==> config.mk <==
export PLATFORM = sky130hd
export DESIGN_NAME = boot_cs_decode
export DESIGN_NICKNAME = d
export VERILOG_FILES = /design/src/rtl/boot_cs_decode.sv
export SDC_FILE = /design/constraint.sdc
export NUM_CORES = 1
export LEC_CHECK = 0
export BUFFER_PORTS_ARGS = -buffer_cell sky130_fd_sc_hd__buf_2
export CAP_MARGIN = 20
export CORE_AREA = 2 2 39 41
export DETAILED_ROUTE_END_ITERATION = 10
export DIE_AREA = 0 0 41 43
export GPL_TIMING_DRIVEN = 0
export PLACE_DENSITY = 0.76
export SYNTH_ARGS = -nofsm -noshare
export SYNTH_HDL_FRONTEND = slang
export SYNTH_SLANG_ARGS = --single-unit
==> constraint.sdc <==
create_clock -name clk -period 2.9 [get_ports clk]
set_input_delay 0.145 -clock clk [delete_from_list [all_inputs] [get_ports clk]]
set_output_delay 0.145 -clock clk [all_outputs]
set_load 0.02 [all_outputs]
==> src/rtl/boot_cs_decode.sv <==
module boot_cs_decode #(
  parameter int AW = 32
) (
  input  logic          clk,
  input  logic          por_n,
  input  logic          media_n,
  input  logic [1:0]    wstrap,
  input  logic          wake,
  input  logic [AW-1:0] addr,
  input  logic          acc_valid,
  output logic [1:0]    cs_int,
  output logic [5:0]    ncs_n,
  output logic [1:0]    width_code,
  output logic          width_bad,
  output logic          run_en
);
  localparam int NSEL = 8;

  logic       boot_int_q;
  logic [1:0] wcode_q;
  logic       wake_q;
  logic       run_q;

  always_ff @(posedge clk) begin
    if (!por_n) begin
      boot_int_q <= ~media_n;
      wcode_q    <= wstrap;
      wake_q     <= wake;
      run_q      <= 1'b0;
    end else begin
      wake_q <= wake;
      run_q  <= run_q | ~boot_int_q | (wake & ~wake_q);
    end
  end

  logic [3:0]      nib;
  logic [2:0]      idx;
  logic [NSEL-1:0] sel;

  assign nib = addr[AW-1 -: 4];
  assign idx = boot_int_q ? (3'd7 - nib[2:0]) : nib[2:0];
  assign sel = (acc_valid && por_n && !nib[3]) ? (NSEL'(1) << idx) : '0;

  assign cs_int     = sel[7:6];
  assign ncs_n      = ~sel[5:0];
  assign width_bad  = ~boot_int_q & (wcode_q == 2'b11);
  assign width_code = (boot_int_q || wcode_q == 2'b11) ? 2'b00 : wcode_q;
  assign run_en     = run_q;

  assert_one_sel_R9: assert property (@(posedge clk) disable iff (!por_n)
    $onehot0({cs_int, ~ncs_n}));

  assert_idle_quiet_R4: assert property (@(posedge clk) disable iff (!por_n)
    !acc_valid |-> (cs_int == 2'b00 && ncs_n == 6'h3F));

  assert_strap_hold_R1: assert property (@(posedge clk) disable iff (!por_n)
    $past(por_n) |-> ($stable(width_code) && $stable(width_bad)));

  assert_run_sticky_R8: assert property (@(posedge clk) disable iff (!por_n)
    run_en |=> run_en);

  assert_width_legal_R6: assert property (@(posedge clk) disable iff (!por_n)
    width_code != 2'b11);
endmodule

### After elaboration in Yosys (flattened, before gate mapping)

Index checks and enable logic that the tools add are counted.

| storage, ports and cells | value |
|---|---|
| flip-flop bits (word level) | 5 |
| bits in latches | 0 |
| RAM bits | 0 |
| bits in read-only memories | 0 |
| bits of input ports | 39 |
| output and inout bits | 12 |
| logic and storage cells | 22 |
| memories | 0 |

| operators by class | value |
|---|---|
| $add $sub $neg | 1 |
| multipliers | 0 |
| divide/modulo/power cells | 0 |
| $lt $le $gt $ge | 0 |
| equal/unequal tests | 1 |
| shift operators | 1 |
| muxes and demuxes | 3 |
| bitwise operators | 8 |
| reductions and logical operators | 4 |

Operators with widths:

| cell | number |
|---|---|
| 8-bit two-way mux | 1 |
| 1-bit by 3-bit left shift with 8-bit output, first input constant | 1 |
| 6-bit inverter | 1 |
| 3-bit two-way mux | 1 |
| 1-bit inverter | 3 |
| 3-bit subtractor, first input constant | 1 |
| 1-bit bitwise AND | 2 |
| 2-bit == test, second input constant | 1 |
| 1-bit logical AND | 2 |
| 2-bit two-way mux | 1 |
| 1-bit bitwise OR | 2 |
| 1-bit logical NOT | 1 |
| 1-bit logical OR | 1 |

### Logic depth before layout (Yosys ltp)

| depth | value |
|---|---|
| depth after elaboration | 5 |
| mapped depth | 3 |
| depth with buffers taken out | 2 |

### Worst setup path before layout

Ideal clock, no wire load.

| timing | value |
|---|---|
| kind | register -> output |
| start | register boot_int_q |
| end | output port ncs_n[1] |
| arrival | 1.178 ns |
| data required time | 2.755 ns |
| slack | 1.577 ns |
| cell stages (with the launch flop) | 4 |
| path buffers | 1 |
| path through | edfxtp_1 buf_4 and3b_4 o211ai_1 |

| on the way | value |
|---|---|
| cells in the longest elaborated chain, start to end | 4 |

RTL lines:

| item | RTL line | source |
|---|---|---|
| start: declaration | 19 | `logic boot_int_q;` |
| start signal: assignment | 26 | `boot_int_q <= ~media_n;` |
| 3-bit two-way mux | 41 | `assign idx = boot_int_q ? (3'd7 - nib[2:0]) : nib[2:0];` |
| 1-bit by 3-bit left shift with 8-bit output | 42 | `assign sel = (acc_valid && por_n && !nib[3]) ? (NSEL'(1) << idx) : '0;` |
| 8-bit two-way mux | 42 |  |
| 6-bit inverter | 45 | `assign ncs_n = ~sel[5:0];` |
| end: declaration | 12 | `output logic [5:0] ncs_n,` |

No other way between the ends.

### Final worst setup path

| timing | value |
|---|---|
| start | register boot_int_q |
| end | output port ncs_n[5] |

The elaborated chain is that of the path after synthesis.

==> reports/qor.tcl <==
set qor(clock-sinks) 5
set qor(final_antenna_net_count) 0
set qor(grt_overflow) 0
set qor(gp_congestion) 0.600
set qor(static-leakage-power_uw) 0.000268
set qor(yosys-top-cells-area) {sky130_fd_sc_hd__edfxtp_1 (25%), sky130_fd_sc_hd__o211ai_1 (13%), sky130_fd_sc_hd__dfxtp_1 (11%)}
set qor(gr-usage-all-layers_pct) 9.60
set qor(clk_transition_reported_paths_ps) 40
set qor(yosys_register_bits) 5
set qor(drt-initial-drc-count) 2
set qor(timing.final.hold_violations) 0
set qor(detail_route.drc_violations) 0
set qor(avgSynthCellArea_um2) 10.5
set qor(io_buffers) 22
set qor(grt_pass1_wl_um) 1150
set qor(hold_path.class) {primary input to flip-flop}
set qor(cp.arrival_ps) 1440
set qor(report.final.slew_viol_count) 0
set qor(gr_layer_usage_met1_pct) 12.1
set qor(cts_hold_repair.buffers) 0
set qor(crit_type) {flip-flop to output port}
set qor(yosysWarningCount) 0
set qor(crit_path_max_fanout) 10
set qor(n_fill_cell) 145
set qor(netlist_area_um2) 358
set qor(route.detailed.wl_per_inst_um) 10.2
set qor(post_cts.resized_instances) 0
set qor(max_cap_viol_count) 0
set qor(vias_per_cell) 4.83
set qor(max-slew-margin-rel_pct) 78.3
set qor(period_needed_ps) 1580
set qor(number_of_global_route_vias_before_repair) 299
set qor(grtUsageMet3_pct) 1.57
set qor(netlist_instances) 34
set qor(setup-tns-final_ps) 0
set qor(maxClockFrequency_mhz) 631
set qor(syn_nets) 73
set qor(fp.dieArea_um2) 1760
set qor(worst_pin_slew_ps) 324
set qor(layout-area-overhead-vs-synth_pct) 43.7
set qor(timing.critical_path.to_type) {output port}
set qor(seq_area_frac_synth_pct) 36.4
set qor(critical_path_required_ps) 2760
set qor(finalPower_uw) 211
set qor(yosys.area.top_type_share_pct) 25.2
set qor(antenna_found_initial) 0
set qor(grt_start_max_net_pins) 11
set qor(netlist-cell-type-count) 17
set qor(detailedRoute.firstPassIterationCount) 3
set qor(yosysTopAreaCell) {sky130_fd_sc_hd__edfxtp_1}
set qor(dr_total_vias) 367
set qor(htreeDepth) 1
set qor(post-route-period-util_pct) 54.6
set qor(critical_path.startpoint_type) {flip-flop}
set qor(drive_gt1_share_pct) 50.0
set qor(finalClockSkew_ps) 0.0899
set qor(met2_usage_pct) 14.4
set qor(antenna_cells) 0
set qor(die_height_um) 43
set qor(cts_tree) {yes}
set qor(clock_latency_reported_for_the_late_side_of_the_worst_skew_pair_ps) 240
set qor(nets) 100
set qor(timing.final.setup_violations) 0
set qor(fp.dieW_um) 41
set qor(path_cells) {buf_4 > nor3b_1 > o211ai_1 > buf_2}
set qor(start_util_pct) 25.9
set qor(core_region_area_um2) 1380
set qor(setup_repair_after_global_routing_missed_its_margin) {false}
set qor(cp_slowest_cell) {sky130_fd_sc_hd__edfxtp_1}
set qor(critical_path.max_stage_delay_ps) 430
set qor(grt_most_used_layer) {met2}
set qor(ir_drop_v) 0.000263
set qor(floorplan.io_pins) 51
set qor(cts_setup_buffers) 0
set qor(dp_hpwl_um) 600
set qor(routed_wirelength_um) 775
set qor(power.density_nw_per_um2) 410
set qor(largest_buffer_count_on_any_clock_path) 2
set qor(core.rowCount) 14
set qor(outcome) {completed}
set qor(clockRootBuffer) {sky130_fd_sc_hd__clkbuf_4}
set qor(cts_buffers) 3
Yosys cell counts:
library cell / number
sky130_fd_sc_hd__and3b_4: 1
sky130_fd_sc_hd__and3b_1: 4
sky130_fd_sc_hd__nor3b_1: 4
sky130_fd_sc_hd__o211ai_1: 6
sky130_fd_sc_hd__nand2b_1: 1
sky130_fd_sc_hd__nor3_1: 1
sky130_fd_sc_hd__edfxtp_1: 3
sky130_fd_sc_hd__inv_1: 3
sky130_fd_sc_hd__dfxtp_1: 2
sky130_fd_sc_hd__buf_4: 1
sky130_fd_sc_hd__a31oi_1: 1
sky130_fd_sc_hd__o211a_1: 2
sky130_fd_sc_hd__nor3b_2: 1
sky130_fd_sc_hd__xnor2_2: 1
sky130_fd_sc_hd__and3_1: 1
sky130_fd_sc_hd__xor2_1: 1
sky130_fd_sc_hd__clkbuf_2: 1
layout by cell type (no fill, tap or decap):
| cell | n |
|---|---|
| sky130_fd_sc_hd__buf_2 | 22 |
| sky130_fd_sc_hd__o211ai_1 | 6 |
| sky130_fd_sc_hd__nor3b_1 | 4 |
| sky130_fd_sc_hd__and3b_1 | 4 |
| sky130_fd_sc_hd__inv_1 | 3 |
| sky130_fd_sc_hd__edfxtp_1 | 3 |
| sky130_fd_sc_hd__clkbuf_4 | 3 |
| sky130_fd_sc_hd__o211a_1 | 2 |
| sky130_fd_sc_hd__dfxtp_1 | 2 |
| sky130_fd_sc_hd__buf_4 | 1 |
| sky130_fd_sc_hd__and3_1 | 1 |
| sky130_fd_sc_hd__nor3_1 | 1 |
| sky130_fd_sc_hd__xor2_1 | 1 |
| sky130_fd_sc_hd__clkbuf_2 | 1 |
| sky130_fd_sc_hd__xnor2_2 | 1 |
| sky130_fd_sc_hd__nor3b_2 | 1 |
| sky130_fd_sc_hd__and3b_4 | 1 |
| sky130_fd_sc_hd__nand2b_1 | 1 |
| sky130_fd_sc_hd__a31oi_1 | 1 |
| sky130_fd_sc_hd__clkbuf_1 | 1 |
flip-flops by register name, indices dropped and copies added, names as in the netlist:
signal / count
boot_int_q: 1
run_en: 1
wake_q: 1
wcode_q: 2
area by class of cell:
cell class                 count  area [µm²]  area share [%]
multi-input combinational     24         204            39.7
sequential                     5         130            25.3
timing repair buffer          22         110            21.4
clock buffer                   4        26.3            5.11
tap                           16        20.0            3.89
buffer                         2        12.5            2.43
inverter                       3        11.3            2.19
where the power goes:
part	total (µW)	switching, µW	internal, µW
logic	47.5	26.7	20.7
registers	84.9	3.40	81.5
clock network	78.7	26.8	51.9
cells by family (layout without fill, tap and decap cells):
| kind of cell | Yosys count | count (layout) | share of synthesized area [%] |
|---|---|---|---|
| xor gates and xnor gates | 2 | 2 | 6.99 |
| AOI/OAI and AO/OA | 9 | 9 | 19.9 |
| and+or+nand+nor | 13 | 13 | 30.1 |
| buffers and inverters | 5 | 31 | 6.64 |
| DFF | 5 | 5 | 36.4 |
worst paths after layout:
| path | cells after the start | startpoint | slack, ps | end |
|---|---|---|---|---|
| worst max-delay path | 4 | boot_int_q | 1320 | ncs_n[5] |
| worst min-delay path | 1 | wake | 30 | wake_q |
| worst max register to register | 2 | boot_int_q | 2070 | run_en |
| worst min register to register | 2 | run_en | 470 | run_en |
worst max-delay path, delay by kind of cell (launching register included):
family | cells | cell delay [ps]
buffers and inverters | 2 | 390
flip-flops | 1 | 430
AND/OR/NAND/NOR | 1 | 270
AO/OA/AOI/OAI | 1 | 110
metal layers:
| layer | vias to the layer above | wire [µm] |
|---|---|---|
| met4 | 0 | 0 |
| li1 | 182 | - |
| met2 | 16 | 379 |
| met1 | 169 | 332 |
| met5 | - | 0 |
| met3 | 0 | 64 |
metrics by stage:
stage          instances  util (%)  setup slack (ps)  cell area (µm²)  hold slack [ps]
6_report              76      37.2              1320              514             26.1
5_1_grt               76      37.2              1210              514             15.7
4_1_cts               76      37.2              1310              514             22.6
3_5_place_dp          72      35.3              1580              488              271
3_3_place_gp          72      35.3              1570              488              263
2_1_floorplan         34         -              1580              358              173
(Power assumes the default switching activity.)
